### config.mk
export PLATFORM = sky130hd
export DESIGN_NAME = pgw_top
export DESIGN_NICKNAME = d
export VERILOG_FILES = /design/src/rtl/pgw_pkg.sv /design/src/rtl/pgw_ctrl.sv /design/src/rtl/pgw_dpath.sv /design/src/rtl/pgw_top.sv
export SDC_FILE = /design/constraint.sdc
export NUM_CORES = 1
export LEC_CHECK = 0
export BUFFER_PORTS_ARGS = -buffer_cell sky130_fd_sc_hd__buf_2
export CAP_MARGIN = 30
export CORE_MARGIN = 5
export CORE_UTILIZATION = 23
export CTS_CLUSTER_SIZE = 28
export DETAILED_ROUTE_END_ITERATION = 16
export GPL_TIMING_DRIVEN = 0
export PLACE_DENSITY_LB_ADDON = 0.3
export SLEW_MARGIN = 10
export SYNTH_ARGS = -nofsm -noshare
export SYNTH_HDL_FRONTEND = slang
export SYNTH_SLANG_ARGS = --single-unit
export TNS_END_PERCENT = 30
### constraint.sdc
create_clock -name clk -period 4.2 [get_ports clk]
set_clock_uncertainty 0.1 [all_clocks]
set_input_delay 0.84 -clock clk [delete_from_list [all_inputs] [get_ports clk]]
set_output_delay 0.84 -clock clk [all_outputs]
set_load 0.05 [all_outputs]
### src/rtl/pgw_pkg.sv
package pgw_pkg;

  typedef enum logic [1:0] {
    WS_IDLE = 2'd0,
    WS_DIR  = 2'd1,
    WS_TBL  = 2'd2,
    WS_RSP  = 2'd3
  } walk_st_e;

  localparam logic LVL_DIR = 1'b0;
  localparam logic LVL_TBL = 1'b1;

endpackage

### src/rtl/pgw_ctrl.sv
module pgw_ctrl
  import pgw_pkg::*;
(
  input  logic     clk,
  input  logic     rst_n,
  input  logic     req_valid,
  input  logic     xlat_en,
  input  logic     mem_rvalid,
  input  logic     entry_present,
  output walk_st_e state,
  output logic     ev_accept,
  output logic     ev_dir_ok,
  output logic     ev_dir_miss,
  output logic     ev_tbl_ok,
  output logic     ev_tbl_miss,
  output logic     req_ready,
  output logic     mem_req,
  output logic     rsp_valid
);

  walk_st_e state_q, state_d;

  assign state     = state_q;
  assign req_ready = (state_q == WS_IDLE);
  assign mem_req   = (state_q == WS_DIR) || (state_q == WS_TBL);
  assign rsp_valid = (state_q == WS_RSP);

  // named internal events, used by the datapath and by the assertions
  assign ev_accept   = req_ready && req_valid;
  assign ev_dir_ok   = (state_q == WS_DIR) && mem_rvalid && entry_present;
  assign ev_dir_miss = (state_q == WS_DIR) && mem_rvalid && !entry_present;
  assign ev_tbl_ok   = (state_q == WS_TBL) && mem_rvalid && entry_present;
  assign ev_tbl_miss = (state_q == WS_TBL) && mem_rvalid && !entry_present;

  always_comb begin
    state_d = state_q;
    unique case (state_q)
      WS_IDLE: if (ev_accept) state_d = xlat_en ? WS_DIR : WS_RSP;
      WS_DIR:  if (ev_dir_ok) state_d = WS_TBL;
               else if (ev_dir_miss) state_d = WS_RSP;
      WS_TBL:  if (mem_rvalid) state_d = WS_RSP;
      WS_RSP:  state_d = WS_IDLE;
      default: state_d = WS_IDLE;
    endcase
  end

  always_ff @(posedge clk or negedge rst_n) begin
    if (!rst_n) state_q <= WS_IDLE;
    else        state_q <= state_d;
  end

  // a pending read is held until data returns
  p_read_held_r7: assert property (@(posedge clk) disable iff (!rst_n)
    mem_req && !mem_rvalid |=> mem_req);

  // no new request is taken while a walk or response is in flight
  p_busy_blocks_r7: assert property (@(posedge clk) disable iff (!rst_n)
    ev_accept |=> !req_ready);

endmodule

### src/rtl/pgw_dpath.sv
module pgw_dpath #(
  parameter int OFF_W  = 12,
  parameter int ENT_LG = 2
) (
  input  logic                clk,
  input  logic                rst_n,
  input  logic                ev_accept,
  input  logic                ev_dir_ok,
  input  logic                ev_dir_miss,
  input  logic                ev_tbl_ok,
  input  logic                ev_tbl_miss,
  input  logic                in_tbl,
  input  logic                mem_pending,
  input  logic                mem_rvalid,
  input  logic                xlat_en,
  input  logic [OFF_W+2*(OFF_W-ENT_LG)-1:OFF_W] root_frame,
  input  logic [OFF_W+2*(OFF_W-ENT_LG)-1:0]     req_lin,
  input  logic [OFF_W+2*(OFF_W-ENT_LG)-1:OFF_W] rd_frame,
  output logic [OFF_W+2*(OFF_W-ENT_LG)-1:0]     mem_addr,
  output logic [OFF_W+2*(OFF_W-ENT_LG)-1:0]     res_paddr,
  output logic                res_fault,
  output logic                res_lvl,
  output logic [OFF_W+2*(OFF_W-ENT_LG)-1:0]     res_lin
);

  import pgw_pkg::*;

  localparam int IDX_W   = OFF_W - ENT_LG;
  localparam int ADDR_W  = OFF_W + 2 * IDX_W;
  localparam int FRAME_W = ADDR_W - OFF_W;

  // address arithmetic kept in functions so the bench can restate it
  function automatic logic [ADDR_W-1:0] dir_entry_addr(
    input logic [FRAME_W-1:0] root, input logic [ADDR_W-1:0] lin);
    return {root, lin[ADDR_W-1 -: IDX_W], {ENT_LG{1'b0}}};
  endfunction

  function automatic logic [ADDR_W-1:0] tbl_entry_addr(
    input logic [FRAME_W-1:0] tframe, input logic [ADDR_W-1:0] lin);
    return {tframe, lin[OFF_W+IDX_W-1 -: IDX_W], {ENT_LG{1'b0}}};
  endfunction

  function automatic logic [ADDR_W-1:0] phys_addr(
    input logic [FRAME_W-1:0] pframe, input logic [ADDR_W-1:0] lin);
    return {pframe, lin[OFF_W-1:0]};
  endfunction

  logic [ADDR_W-1:0]  lin_q;
  logic [FRAME_W-1:0] root_q;
  logic [FRAME_W-1:0] tframe_q;
  logic [ADDR_W-1:0]  paddr_q;
  logic               fault_q;
  logic               lvl_q;

  always_ff @(posedge clk or negedge rst_n) begin
    if (!rst_n) begin
      lin_q    <= '0;
      root_q   <= '0;
      tframe_q <= '0;
      paddr_q  <= '0;
      fault_q  <= 1'b0;
      lvl_q    <= LVL_DIR;
    end else begin
      if (ev_accept) begin
        lin_q   <= req_lin;
        root_q  <= root_frame;
        fault_q <= 1'b0;
        lvl_q   <= LVL_DIR;
        if (!xlat_en) paddr_q <= req_lin;
      end
      if (ev_dir_ok) tframe_q <= rd_frame;
      if (ev_dir_miss) begin
        fault_q <= 1'b1;
        lvl_q   <= LVL_DIR;
        paddr_q <= '0;
      end
      if (ev_tbl_ok) begin
        fault_q <= 1'b0;
        paddr_q <= phys_addr(rd_frame, lin_q);
      end
      if (ev_tbl_miss) begin
        fault_q <= 1'b1;
        lvl_q   <= LVL_TBL;
        paddr_q <= '0;
      end
    end
  end

  assign mem_addr  = in_tbl ? tbl_entry_addr(tframe_q, lin_q)
                            : dir_entry_addr(root_q, lin_q);
  assign res_paddr = paddr_q;
  assign res_fault = fault_q;
  assign res_lvl   = lvl_q;
  assign res_lin   = lin_q;

  // the read address does not move while a read is pending
  p_addr_stable_r7: assert property (@(posedge clk) disable iff (!rst_n)
    mem_pending && !mem_rvalid |=> $stable(mem_addr));

  // the first read of a walk uses the accepted address fields
  p_dir_index_r1: assert property (@(posedge clk) disable iff (!rst_n)
    ev_accept && xlat_en |=>
      mem_addr[OFF_W-1:ENT_LG] == $past(req_lin[ADDR_W-1 -: IDX_W]));

endmodule

### src/rtl/pgw_top.sv
module pgw_top #(
  parameter int OFF_W  = 12,
  parameter int ENT_LG = 2
) (
  input  logic        clk,
  input  logic        rst_n,
  input  logic        xlat_en,
  input  logic [31:0] root_reg,
  input  logic        req_valid,
  input  logic [31:0] req_lin,
  output logic        req_ready,
  output logic        mem_req,
  output logic [31:0] mem_addr,
  input  logic        mem_rvalid,
  input  logic [31:0] mem_rdata,
  output logic        rsp_valid,
  output logic [31:0] rsp_paddr,
  output logic        rsp_fault,
  output logic        rsp_fault_lvl,
  output logic [31:0] rsp_lin
);

  import pgw_pkg::*;

  localparam int IDX_W   = OFF_W - ENT_LG;
  localparam int ADDR_W  = OFF_W + 2 * IDX_W;
  localparam int PRES_B  = 0;

  walk_st_e st;
  logic ev_accept, ev_dir_ok, ev_dir_miss, ev_tbl_ok, ev_tbl_miss;
  logic entry_present;
  logic unused_attr;

  assign entry_present = mem_rdata[PRES_B];
  assign unused_attr   = ^{mem_rdata[OFF_W-1:PRES_B+1], root_reg[OFF_W-1:0]};

  pgw_ctrl u_ctrl (
    .clk           (clk),
    .rst_n         (rst_n),
    .req_valid     (req_valid),
    .xlat_en       (xlat_en),
    .mem_rvalid    (mem_rvalid),
    .entry_present (entry_present),
    .state         (st),
    .ev_accept     (ev_accept),
    .ev_dir_ok     (ev_dir_ok),
    .ev_dir_miss   (ev_dir_miss),
    .ev_tbl_ok     (ev_tbl_ok),
    .ev_tbl_miss   (ev_tbl_miss),
    .req_ready     (req_ready),
    .mem_req       (mem_req),
    .rsp_valid     (rsp_valid)
  );

  pgw_dpath #(.OFF_W(OFF_W), .ENT_LG(ENT_LG)) u_dpath (
    .clk         (clk),
    .rst_n       (rst_n),
    .ev_accept   (ev_accept),
    .ev_dir_ok   (ev_dir_ok),
    .ev_dir_miss (ev_dir_miss),
    .ev_tbl_ok   (ev_tbl_ok),
    .ev_tbl_miss (ev_tbl_miss),
    .in_tbl      (st == WS_TBL),
    .mem_pending (mem_req),
    .mem_rvalid  (mem_rvalid),
    .xlat_en     (xlat_en),
    .root_frame  (root_reg[ADDR_W-1:OFF_W]),
    .req_lin     (req_lin),
    .rd_frame    (mem_rdata[ADDR_W-1:OFF_W]),
    .mem_addr    (mem_addr),
    .res_paddr   (rsp_paddr),
    .res_fault   (rsp_fault),
    .res_lvl     (rsp_fault_lvl),
    .res_lin     (rsp_lin)
  );

  // bypass answers next cycle with the untouched address
  p_bypass_r6: assert property (@(posedge clk) disable iff (!rst_n)
    ev_accept && !xlat_en |=>
      rsp_valid && !rsp_fault && !mem_req && rsp_paddr == $past(req_lin));

  // the table read takes its frame from the directory entry just returned
  p_tbl_frame_r2: assert property (@(posedge clk) disable iff (!rst_n)
    ev_dir_ok |=> mem_req &&
      mem_addr[ADDR_W-1:OFF_W] == $past(mem_rdata[ADDR_W-1:OFF_W]));

  // a missing directory entry faults at level 0 next cycle
  p_dir_fault_r4: assert property (@(posedge clk) disable iff (!rst_n)
    ev_dir_miss |=> rsp_valid && rsp_fault && rsp_fault_lvl == LVL_DIR && !mem_req);

  // a missing table entry faults at level 1 next cycle
  p_tbl_fault_r5: assert property (@(posedge clk) disable iff (!rst_n)
    ev_tbl_miss |=> rsp_valid && rsp_fault && rsp_fault_lvl == LVL_TBL);

  // a good table entry gives the page frame one cycle later
  p_tbl_done_r9: assert property (@(posedge clk) disable iff (!rst_n)
    ev_tbl_ok |=> rsp_valid && !rsp_fault &&
      rsp_paddr[ADDR_W-1:OFF_W] == $past(mem_rdata[ADDR_W-1:OFF_W]));

  // the response is a single-cycle pulse
  p_rsp_pulse_r7: assert property (@(posedge clk) disable iff (!rst_n)
    rsp_valid |=> !rsp_valid && req_ready);

endmodule

==> results.json, run 1 <==
{
  "outcome": "complete, no violations",
  "start_util_pct": 23.33,
  "async_flop_share_pct": 100.0,
  "die-area_sq_um": 26020,
  "route.antenna.remaining_nets": 0,
  "synth-compound-area-share_pct": 11.83,
  "place_congestion": 0.7375,
  "crit_required_ns": 3.26,
  "crit_path_end_kind": "primary output",
  "grt_max_degree": 66,
  "syn_to_final_growth_pct": 29.33,
  "critPathMaxFanout": 10,
  "layout_commonest_cell": "buf_2",
  "cts_tree": "built",
  "clk_pin_slew_ns": 0.07,
  "insertion_delay_ns": 0.34,
  "drtPass1Iterations": 4,
  "grt_overflow": 0,
  "rrSetupSlack_ns": 2.18,
  "dp_hpwl_um": 13750,
  "drc": 0,
  "synthFlopType": "dfrtp_1",
  "synthMuxAreaShare_pct": 23.62,
  "fillers": 2395,
  "coreArea_sq_um": 22570,
  "rr_endpoint": "u_dpath.res_lin[27]$_DFFE_PN0P_",
  "h-tree-depth": 3,
  "max_freq_mhz": 315.1,
  "rows": 55,
  "mostFrequentLayoutCells": "buf_2 (202), dfrtp_1 (108), mux2_2 (82), a21oi_1 (64), and4_1 (32)",
  "antenna_found_initial": 2,
  "crit_family": "buffers and inverters",
  "maxSlewViolCount": 0,
  "hold_viol_final": 0,
  "min_period_over_period_pct": 75.55,
  "crit_start": "u_ctrl.state[0]$_DFFE_PN0P_",
  "ys_seq_area_share_pct": 51.33,
  "cts_setup_buffers": 0,
  "synthSimpleGateAreaFrac_pct": 6.987,
  "synth-seq-cells": 108,
  "slowest_stage": "dfrtp_1",
  "synth-edff-count": 0,
  "setup-tns-final_ns": 0,
  "yosys.area_share.adder_pct": 1.188,
  "setup_violations": 0,
  "wl_per_cell_um": 20.65,
  "r2r_start": "u_ctrl.state[0]$_DFFE_PN0P_",
  "multiInputGateArea_sq_um": 2305,
  "drtIter0Drc": 143,
  "hold_class": "in -> async",
  "grt_pass1_wl_um": 27460,
  "cts-buffers-inserted": 9,
  "rsz0062_at_grt": "no",
  "port_buffers": 175,
  "path_common_cell": "buf_2",
  "min_period_ns": 3.173,
  "wirelength_um": 18340,
  "vias": 4025,
  "grt_pass1_vias": 4346,
  "ios": 202,
  "crit_chain": "inv_1 -> ha_1 -> buf_4 -> buf_2 -> mux2_2 -> buf_2",
  "avgSynthCellArea_sq_um": 12.84,
  "nets": 704,
  "synth_area_sq_um": 5265,
  "cts_sinks": 108,
  "drive_gt1_share_pct": 56.31,
  "regArea_sq_um": 2703,
  "max_cap_violations": 0,
  "arrival_ns": 2.23,
  "cts_resized": 0,
  "ys_warn_count": 0,
  "cts_buffer_depth": 2,
  "critical_path_class": "reg -> out",
  "cpPeakStageDelay_ns": 0.41,
  "dieHeight_um": 161.3,
  "synth_top_family_by_area": "multiplexers",
  "synth_xor_area_share_pct": 0,
  "grt_use_total_pct": 14.02,
  "synth_cell_type_count": 31,
  "path_buf_inv": 4,
  "die_w_um": 161.3,
  "via_per_inst": 4.533,
  "critPathLaunchType": "flip-flop",
  "cts_root_buffer": "clkbuf_16",
  "worstRegToRegCells": 5,
  "cts_hold_buf": 0,
  "netlist_instances": 410
}
cell usage after synthesis, drive strengths merged, types with 2 or more instances:
library cell,n,share of area (%)
dfrtp,108,51
mux2,102,23
a21oi,64,6.1
buf,38,4.5
and4,32,5.3
o31ai,32,4.7
ha,5,1.2
clkbuf,3,0.24
inv,3,0.21
nand2,3,0.36
nand3,3,0.38
o21ai,3,0.36
mux2i,2,0.38
nand2b,2,0.24
flip-flops by register name (all words and copies together), names as in the netlist:
name	flops
u_dpath.res_lvl	1
u_dpath.tframe_q	20
u_dpath.res_lin	32
u_dpath.res_paddr	32
u_ctrl.state	2
u_dpath.res_fault	1
u_dpath.root_q	20
layer usage:
layer / GRT usage, % / share of wire [%] / up-vias
met5: 0 / 0.14 / -
met4: 3.839 / 1.6 / 4
met3: 3.751 / 6.5 / 21
met2: 23.18 / 48 / 124
met1: 18.16 / 44 / 1965
li1: - / - / 1911
how the worst max path moves through the flow:
stage | endpoint | slack (ns) | cells after the start
6_report | mem_addr[6] | 1.03 | 6
5_1_grt | mem_addr[27] | 0.87 | 6
4_1_cts | mem_addr[30] | 0.97 | 6
3_5_place_dp | mem_addr[30] | 1.36 | 6
3_3_place_gp | u_dpath.tframe_q[15]$_DFFE_PN0P_ | 0.68 | 1
2_1_floorplan | mem_addr[14] | 1.76 | 5
worst reg2reg max path, stage by stage (launching register included):
cell     delay, ns
dfrtp_1       0.40
inv_1         0.12
ha_1          0.27
nand2_2       0.26
buf_2         0.39
mux2_2        0.38
cells by family (layout without fill, tap and decap cells):
| logic type | Yosys count | in the layout |
|---|---|---|
| adder cells (fa/ha/maj) | 5 | 5 |
| AND/OR/NAND/NOR | 45 | 45 |
| other | 1 | 3 |
| buffers and inverters | 44 | 235 |
| multiplexers | 104 | 104 |
| flip-flops | 108 | 108 |
| AO/OA/AOI/OAI | 103 | 103 |
layout make-up:
class	instances	share of cell area [%]
inverters	3	0.1654
well taps	285	5.237
clock buffers	14	3.877
repair buffers	176	13.36
clock inverters	1	0.1103
multi-input cells	259	33.85
plain buffers	41	3.675
flip-flops and latches	108	39.69
diodes	1	0.03675
per-stage QoR:
step	hold WS (ns)	cells	area, sq um	setup slack (ns)	utilization [%]
floorplan	0.3754	411	5269	1.757	-
global placement	0.3829	871	6501	0.6791	28.80
detailed placement	0.3907	872	6535	1.358	28.95
CTS	0.3288	887	6807	0.9684	30.16
global route	0.3467	887	6807	0.8680	30.16
finish	0.3149	888	6809	1.027	30.17
Power of run 1 is not shown: default switching activity piles up to over one toggle a cycle in this logic, so the estimate is an artifact.
==> run 2: changes to the inputs <==
--- a/config.mk
+++ b/config.mk
@@ -5,6 +5,7 @@
 export SDC_FILE = /design/constraint.sdc
 export NUM_CORES = 1
 export LEC_CHECK = 0
+export ABC_AREA = 1
 export BUFFER_PORTS_ARGS = -buffer_cell sky130_fd_sc_hd__buf_2
 export CAP_MARGIN = 30
 export CORE_MARGIN = 5
==> constraint.sdc (replaced) <==
create_clock -name clk -period 3.2 [get_ports clk]
set_clock_uncertainty 0.1 [all_clocks]
set_input_delay 0.64 -clock clk [delete_from_list [all_inputs] [get_ports clk]]
set_output_delay 0.64 -clock clk [all_outputs]
set_load 0.05 [all_outputs]
==> run 2 against run 1 <==
Against the previous run:
- routed wire length grew 5.6%
- flip-flop and latch count is the same
- highest routed layer is now met4
- hold slack lost 0.19 ns
==> results.json, run 2 <==
{
  "max_freq_mhz": 328.2,
  "hold_viol_final": 0,
  "h-tree-depth": 3,
  "irDropWorstVdd_mv": 0.4948,
  "fillers": 2380,
  "nets": 921,
  "yosysTopAreaCellShare_pct": 53.35,
  "synth_most_common_cell": "nand2_1",
  "antenna_found_initial": 0,
  "synth_commonest_cells": "nand2_1 (198), o21ai_0 (120), dfrtp_1 (108), inv_1 (79), nand3_1 (38)",
  "max_cap_violations": 0,
  "worstRegToRegCells": 6,
  "via_per_inst": 4.361,
  "synth-seq-cells": 108,
  "synth-edff-count": 0,
  "arrival_ns": 2.31,
  "dieHeight_um": 158.4,
  "grt_use_total_pct": 15.53,
  "async_flop_share_pct": 100.0,
  "synth_xor_area_share_pct": 0,
  "mostFrequentLayoutCells": "nand2_1 (198), buf_2 (174), o21ai_0 (120), dfrtp_1 (108), inv_1 (79)",
  "coreArea_sq_um": 21760,
  "postLayoutCellArea_sq_um": 6658,
  "cts_tree": "built",
  "grt_overflow": 0,
  "dp_hpwl_um": 15090,
  "cpPeakStageDelay_ns": 0.42,
  "antenna-diode-count": 0,
  "crit_required_ns": 2.46,
  "grt_max_degree": 59,
  "cts_setup_buffers": 0,
  "cts_root_buffer": "clkbuf_16",
  "die-area_sq_um": 25100,
  "clk_pin_slew_ns": 0.08,
  "netlist_instances": 627,
  "critical_path_class": "reg -> out",
  "route.antenna.remaining_nets": 0,
  "min_period_ns": 3.047,
  "rr_endpoint": "u_dpath.root_q[6]$_DFFE_PN0P_",
  "drc": 0,
  "netlist.top_cell.by_area": "dfrtp_1",
  "drive_gt1_share_pct": 27.93,
  "wl_per_cell_um": 17.60,
  "drtPass1Iterations": 4,
  "insertion_delay_ns": 0.35,
  "synthMuxAreaShare_pct": 0.6668,
  "path_buf_inv": 5,
  "cts_sinks": 108,
  "rsz0062_at_grt": "no",
  "die_w_um": 158.4,
  "rrSetupSlack_ns": 1.09,
  "dpl_cell_area_sq_um": 6330,
  "outcome": "complete, no violations",
  "pre_cts_ws_ns": 0.1470,
  "relSlewSlack_pct": 62.45,
  "synth_cell_type_count": 20,
  "wirelength_um": 19360,
  "critPathMaxFanout": 10,
  "rows": 54,
  "ys_warn_count": 0,
  "syn_to_final_growth_pct": 31.42,
  "min_period_over_period_pct": 95.20,
  "ios": 202,
  "crit_chain": "inv_1 -> ha_1 -> buf_4 -> buf_6 -> buf_4 -> nand2_1 -> o21ai_0 -> clkbuf_4",
  "synth_area_sq_um": 5066,
  "cts-buffers-inserted": 9,
  "critPathLaunchType": "flip-flop",
  "r2r_start": "u_ctrl.state[0]$_DFFE_PN0P_",
  "vias": 4797,
  "crit_path_end_kind": "primary output",
  "grt_pass1_wl_um": 29080,
  "crit_family": "buffers and inverters",
  "ys_seq_area_share_pct": 53.35,
  "yosys.area_share.adder_pct": 1.235,
  "power.density_nw_per_um2": 1315,
  "path_common_cell": "buf_4",
  "leakagePower_uw": 0.003592,
  "synthSimpleGateAreaFrac_pct": 21.29,
  "synth_top_family_by_area": "simple AND/OR/NAND/NOR gates",
  "drtIter0Drc": 311,
  "synthFlopType": "dfrtp_1",
  "slowest_stage": "dfrtp_1",
  "start_util_pct": 23.29,
  "tightest_slew_ns": 0.5633,
  "grt_pass1_vias": 4936,
  "worst_slack_ns": 0.1535,
  "regArea_sq_um": 2703,
  "setup_violations": 0,
  "maxSlewViolCount": 0,
  "avgSynthCellArea_sq_um": 8.080,
  "setup-tns-final_ns": 0,
  "multiInputGateArea_sq_um": 1846,
  "place_congestion": 0.8184,
  "synth_area_leaders": "dfrtp_1 (53%), nand2_1 (15%), o21ai_0 (12%)",
  "cts_buffer_depth": 2,
  "hold_class": "in -> async",
  "synth-compound-area-share_pct": 13.09,
  "port_buffers": 175,
  "layout_commonest_cell": "nand2_1"
}
## run 2: routing by layer
| layer | share of wire (%) | global-route usage (%) | vias up | wire length, um |
|---|---|---|---|---|
| li1 | - | - | 2358 | - |
| met1 | 45 | 20.72 | 2283 | 8791 |
| met2 | 47 | 25.07 | 140 | 9126 |
| met3 | 5.8 | 3.724 | 16 | 1131 |
| met4 | 1.6 | 4.752 | 0 | 314 |
| met5 | 0 | 0 | - | 0 |
## run 2: area by class of cell
class | count | area share [%]
clock inverter | 7 | 0.8833
multi-input combinational | 397 | 27.72
timing repair buffer | 176 | 14.11
inverter | 82 | 4.623
buffer | 41 | 3.420
clock buffer | 9 | 3.383
tap | 280 | 5.262
sequential | 108 | 40.59
## run 2: worst max-delay path by stage
| stage | startpoint | endpoint | slack, ns | cells after the start |
|---|---|---|---|---|
| after floorplan | u_ctrl.state[0]$_DFFE_PN0P_ | mem_addr[10] | 0.32 | 5 |
| after global placement | rst_n | u_dpath.root_q[8]$_DFFE_PN0P_ | -0.11 | 1 |
| after detailed placement | u_ctrl.state[0]$_DFFE_PN0P_ | mem_addr[8] | 0.15 | 8 |
| after CTS | u_ctrl.state[0]$_DFFE_PN0P_ | mem_addr[9] | 0.002 | 8 |
| after global routing | u_ctrl.state[0]$_DFFE_PN0P_ | mem_addr[30] | 0.03 | 8 |
| final | u_ctrl.state[0]$_DFFE_PN0P_ | mem_addr[9] | 0.15 | 8 |
## run 2: timing repair
action | in CTS | in global routing
resized for setup | 6 | 14
endpoints found under the setup margin | 21 | 20
hold buffers | 0 | 0
pin swaps | 0 | 0
## run 2: cell families (layout without fill, tap and decap cells)
group                    Yosys count  in the layout
buffers and inverters            123            315
other                              1              2
flip-flops                       108            108
AND/OR/NAND/NOR                  255            255
adder cells (fa/ha/maj)            5              5
AO/OA/AOI/OAI                    132            132
multiplexers                       3              3
## run 2: power breakdown
group	leakage [uW]	switching [uW]	internal (uW)	total (uW)
Clock	0.000133	565	539	1100
Combinational	0.00212	4070	1190	5260
Sequential	0.00134	374	2010	2390
## run 2: per-stage QoR
| step | total power (uW) | util, % | hold WS (ns) | instances |
|---|---|---|---|---|
| floorplan | 6154 | - | 0.2444 | 628 |
| global placement | 7624 | 28.94 | 0.3644 | 1083 |
| detailed placement | 7669 | 29.09 | 0.3646 | 1084 |
| CTS | 8824 | 30.46 | 0.1479 | 1100 |
| global route | 9323 | 30.60 | 0.1654 | 1100 |
| finish | 8754 | 30.60 | 0.1295 | 1100 |
Power figures use the tool's default switching activity.
